==> src/rtl/probe_strobe_gen.sv <==
module probe_strobe_gen #(
  parameter int CHANNELS = 16,
  parameter int DIV_W    = 8,
  localparam int SEL_W   = $clog2(CHANNELS)
) (
  input  logic                clk,
  input  logic                rst_n,
  input  logic                enable,
  input  logic                state_mode,
  input  logic [DIV_W-1:0]    div_n,
  input  logic [SEL_W-1:0]    chan_sel,
  input  logic                edge_fall,
  input  logic [CHANNELS-1:0] probe,
  output logic                sample_en
);

  logic [2:0]       sync_q;
  logic             mode_q;
  logic [SEL_W-1:0] chan_q;
  logic [DIV_W-1:0] cnt;
  logic [1:0]       arm;
  logic             strobe_q;

  wire cfg_chg  = (state_mode != mode_q) || (chan_sel != chan_q);
  wire clear    = !enable || cfg_chg;
  wire div_hit  = cnt >= div_n;
  wire rise     = sync_q[1] & ~sync_q[2];
  wire fall     = ~sync_q[1] & sync_q[2];
  wire armed    = arm == 2'd2;
  wire tick     = !state_mode && div_hit;
  wire edge_hit = state_mode && armed && (edge_fall ? fall : rise);

  always_ff @(posedge clk) begin
    if (!rst_n) begin
      sync_q   <= '0;
      mode_q   <= 1'b0;
      chan_q   <= '0;
      cnt      <= '0;
      arm      <= '0;
      strobe_q <= 1'b0;
    end else begin
      sync_q   <= {sync_q[1:0], probe[chan_sel]};
      mode_q   <= state_mode;
      chan_q   <= chan_sel;
      cnt      <= (clear || state_mode || div_hit) ? '0 : cnt + 1'b1;
      arm      <= clear ? 2'd0 : (armed ? arm : arm + 2'd1);
      strobe_q <= !clear && (tick || edge_hit);
    end
  end

  assign sample_en = strobe_q;

  AST_IDLE_LOW: assert property (@(posedge clk) disable iff (!rst_n)
    !enable |=> !sample_en);

  AST_CNT_BOUND: assert property (@(posedge clk) disable iff (!rst_n)
    (enable && !state_mode && $stable(div_n) && cnt != '0) |-> cnt <= div_n);

  AST_DIV0_EVERY: assert property (@(posedge clk) disable iff (!rst_n)
    (enable && !state_mode && div_n == '0 && state_mode == mode_q && chan_sel == chan_q)
      |=> sample_en);

  AST_SINGLE_PULSE: assert property (@(posedge clk) disable iff (!rst_n)
    (state_mode && sample_en) |=> (!sample_en || !$stable(edge_fall)));

  AST_CHAN_QUIET: assert property (@(posedge clk) disable iff (!rst_n)
    (chan_sel != chan_q) |=> !sample_en);

  AST_MODE_RESET: assert property (@(posedge clk) disable iff (!rst_n)
    (state_mode != mode_q) |=> (cnt == '0 && !sample_en));

endmodule

==> config.mk <==
export PLATFORM = sky130hd
export DESIGN_NAME = probe_strobe_gen
export DESIGN_NICKNAME = d
export VERILOG_FILES = /design/src/rtl/probe_strobe_gen.sv
export SDC_FILE = /design/constraint.sdc
export NUM_CORES = 1
export LEC_CHECK = 0
export ABC_CLOCK_PERIOD_IN_PS = 1750
export BUFFER_PORTS_ARGS = -buffer_cell sky130_fd_sc_hd__buf_2
export CORE_MARGIN = 3
export CORE_UTILIZATION = 50
export CTS_CLUSTER_DIAMETER = 150
export DETAILED_ROUTE_END_ITERATION = 12
export PLACE_DENSITY_LB_ADDON = 0.1
export SLEW_MARGIN = 30
export SYNTH_ARGS = -nofsm -noshare
export SYNTH_HDL_FRONTEND = slang
export SYNTH_SLANG_ARGS = --single-unit
==> constraint.sdc <==
create_clock -name clk -period 1.75 [get_ports clk]
set_input_delay 0 -clock clk [delete_from_list [all_inputs] [get_ports clk]]
set_output_delay 0 -clock clk [all_outputs]
set_load 0.02 [all_outputs]
Word level (Yosys, flattened, before mapping)
Cells that the tools add are included. W data, S select, Z words.

Logic and storage cells: 35. Register bits: 19.

Bitwise gates (word level): 5. Reduce and logical (&&, ||, !) cells: 14. Muxes and demuxes: 3. Eq/ne operators: 3. $add $sub $neg: 2. Order comparisons: 2.

Operators with widths (count): $add A8 B1 Y8 const B (1); $ge A8 B8 Y1 (1); $logic_or A1 B1 Y1 (5); $lt A4 B5 Y1 const B (1); $bmux W1 S4 (1); $logic_and A1 B1 Y1 (4); $ne A4 B4 Y1 (1); $reduce_or A2 Y1 (2); $logic_not A1 Y1 (3); $not A1 Y1 (3); $add A2 B1 Y2 const B (1); $and A1 B1 Y1 (2); $eq A2 B2 Y1 const B (1); $mux W1 (2); $ne A1 B1 Y1 (1).

Logic depth before layout (Yosys ltp)
Word-level depth: 6. Gate-level depth with buffers: 7. Mapped depth without buffers: 6.

Least setup slack after synthesis
No wires, ideal clock.

Path type: flip-flop to flip-flop. Start point: register cnt[6]. End point: register cnt[2]. Stages on the path, launching flop included: 7. Arrival: 1.502 ns. Library setup time: 0.073 ns. Setup slack: 0.175 ns. Path buffers: 1. Path through: dfxtp_1 -> ha_1 -> a21o_1 -> a211oi_2 -> a21bo_2 -> buf_6 -> nor3_2.

Word-level cells in the longest chain between the ends: 3.

RTL lines: from (decl) (RTL line 20) `logic [DIV_W-1:0] cnt;`; from (signal assigned) (RTL line 45) `cnt <= (clear || state_mode || div_hit) ? '0 : cnt + 1'b1;`; $ge A8 B8 Y1 (RTL line 26) `wire div_hit = cnt >= div_n;`; $logic_or A1 B1 Y1 (RTL line 45); $reduce_or A2 Y1 (no source line).

No other way between the ends. A chain may end at the register's enable or synchronous reset.

Worst setup path after layout
Start point: register cnt[6]. End point: register cnt[4].

Same word-level chain as after synthesis.

==> results.ini <==
[finish]
register_area_um2=381.6
mostFrequentLayoutCells=33 x buf_2, 18 x dfxtp_1, 10 x inv_1, 10 x ha_1, 8 x nor3_2
multi_input_area_um2=668.1
layout_commonest_cell=buf_2
drive_gt1_share_pct=33.11
num-nets-final=192
fill_cells=169
syn_to_final_growth_pct=21.13
diodes=0

[place]
dp_slack_ps=58.53
gp_congestion=0.7385
io_buffers=33
post-dp-hpwl_um=1599

[setup_path]
cp_data_arrival_time_ps=1870
crit_slowest_cell=dfxtp_2
crit_required_ps=1970
critPathCaptureType=flop
cp-start-kind=flop
crit_chain=ha_1 > a21o_1 > a211oi_2 > a21bo_4 > nor3_2
path_class=flop to flop
slowest_delay_ps=350
cp_max_fo=8

[floorplanning]
placement_rows=16
die_h_um=53.06
coreArea_mm2=0.002022
die_width_um=53.06
io_pins=34
die_area_mm2=0.002815
start_util_pct=54.76

[logic_synthesis]
synth-seq-cells=19
synth-main-ff-cell=dfxtp_1
synthArstFlopShare_pct=0
ys_types=32
synth-seq-area-share_pct=34.35
syn_avg_cell_area_um2=9.976
syn_inst=111
synth-edff-count=0
ys_warn_count=0
syn_nets=154
syn_area_mm2=0.001107

[global_route]
antenna_found_initial=0
grt_max_degree=12
grt_pass1_vias=828
grt-ovfl-total=0
grtUsageTotal_pct=16.11
grt_first_pass_wirelength_um=3312

[route]
drt_first_pass_iters=4
wl_met3_um=106
finalWirelength_um=1942
drt_iter0_markers=10
detailroute.via_count=865
antenna_left=0
top_layer_used=met4
wl_met2_um=918
routedLengthMet1_um=900
post_drt_wl_per_cell_um=11.10
via_per_inst=4.943
drc_errors=0

[pwr]
swShare_pct=23.27
p_int_mw=0.5930
p_leak_nw=0.6215
clkPwrFrac_pct=27.3
totalPowerFinal_mw=0.7729
p_per_area_mw_per_mm2=576.2
p_sw_mw=0.1799
power_frac_seq_pct=58.0
max-vdd-ir-drop_uv=408.2
p_comb_share_pct=14.7

[timing]
fin_crit_sh_pct=94.46
fmax_mhz=605.0
totalNegativeSetupSlack_ps=0
setup_ws_ps=96.99
finalCriticalPeriod_ps=1653
slew-limit-headroom_pct=83.07
tightest_slew_ps=251.6
slew_violations=0
fin_skew_ps=7.388
hold_violations=0
finalSetupViolCount=0
grt_setup_unrepaired=false

[clock_network]
clkLatencyLatePin_ps=290
path_clk_slew_ps=110
tritoncts=yes
clock_path_buffers=2
post_cts_buffers=0
root_buffer=clkbuf_4
numClockSinks=19
cts_buffers=3
htree_levels=1

[job]
cap_violations=0

[run_status]
outcome=finished clean

[worst_hold_path]
hold_path.class=input pin to flop

cell usage after synthesis, types with 2 or more instances:
master / instances / area share, %
buf_6: 2 / 2.0
nor3_2: 8 / 7.2
inv_1: 10 / 3.4
mux4_1: 2 / 4.7
nand3_1: 4 / 1.8
xor2_1: 7 / 5.5
and2_1: 7 / 4.0
o211ai_1: 2 / 1.4
nor2_1: 5 / 1.7
dfxtp_1: 19 / 34
ha_1: 10 / 11
nand2_1: 6 / 2.0
xnor2_1: 5 / 4.0
nor3b_1: 2 / 1.4
mux2i_1: 4 / 3.6
o21ai_0: 2 / 0.90
layout make-up:
class | instances | share of cell area, %
Clock buffer | 3 | 1.679
Clock inverter | 1 | 0.3731
Inverter | 10 | 2.798
Multi-Input combinational cell | 79 | 49.81
Sequential cell | 19 | 28.45
Tap cell | 27 | 2.519
Timing Repair Buffer | 36 | 14.37
metal layers:
metal	global-route usage, %	up-vias
met5	0	-
met4	7.660	0
met3	2.535	2
met2	26.86	27
met1	20.03	374
li1	-	462
critical path, delay by kind of cell (launching register included):
family	cells	cell delay (ps)
compound gates	3	770
flops	1	350
simple gates	1	180
fa+ha+maj	1	290
metrics by stage:
stage               area, um2  hold slack [ps]  util [%]  std cells
CTS                      1334            13.64     65.97        175
global placement         1286            273.6     63.61        169
finish                   1341            22.07     66.34        175
floorplan                1107            109.2         -        111
global route             1341            19.17     66.34        175
detailed placement       1286            276.1     63.61        169
logic make-up (layout without fill, tap and decap cells):
group | after synthesis | after routing | share of synthesized area (%)
mux | 6 | 6 | 8.362
flops | 19 | 19 | 34.35
compound gates | 13 | 13 | 9.152
xor+xnor | 12 | 12 | 9.491
simple gates | 38 | 38 | 21.47
fa+ha+maj | 10 | 10 | 11.30
buf+inv | 13 | 50 | 5.875
registers in the layout, summed over array words and instances, names as in the netlist:
register / count
sync_q: 3
arm: 2
mode_q: 1
cnt: 8
chan_q: 4
sample_en: 1
power groups by stage:
| stage | combinational, mW | clock, mW | sequential [mW] |
|---|---|---|---|
| 4_1_cts | 0.113 | 0.222 | 0.448 |
| 5_1_grt | 0.128 | 0.240 | 0.450 |
| 3_5_place_dp | 0.109 | 0 | 0.458 |
| 6_report | 0.114 | 0.211 | 0.448 |
| 2_1_floorplan | 0.0620 | 0 | 0.457 |
| 3_3_place_gp | 0.105 | 0 | 0.458 |
final timing paths:
| check | from | end | slack, ps | cells after the start |
|---|---|---|---|---|
| max | cnt[6] | cnt[4] | 100 | 5 |
| min | rst_n | chan_q[2] | 20 | 2 |
| max reg2reg | cnt[6] | cnt[4] | 100 | 5 |
| min reg2reg | sync_q[0] | sync_q[1] | 450 | 1 |
what timing repair did:
item	CTS	global route
gates resized for setup	0	3
hold buffers	2	0
hold endpoints to repair	4	0
endpoints found under the setup margin	0	7
(Power assumes the default switching activity.)
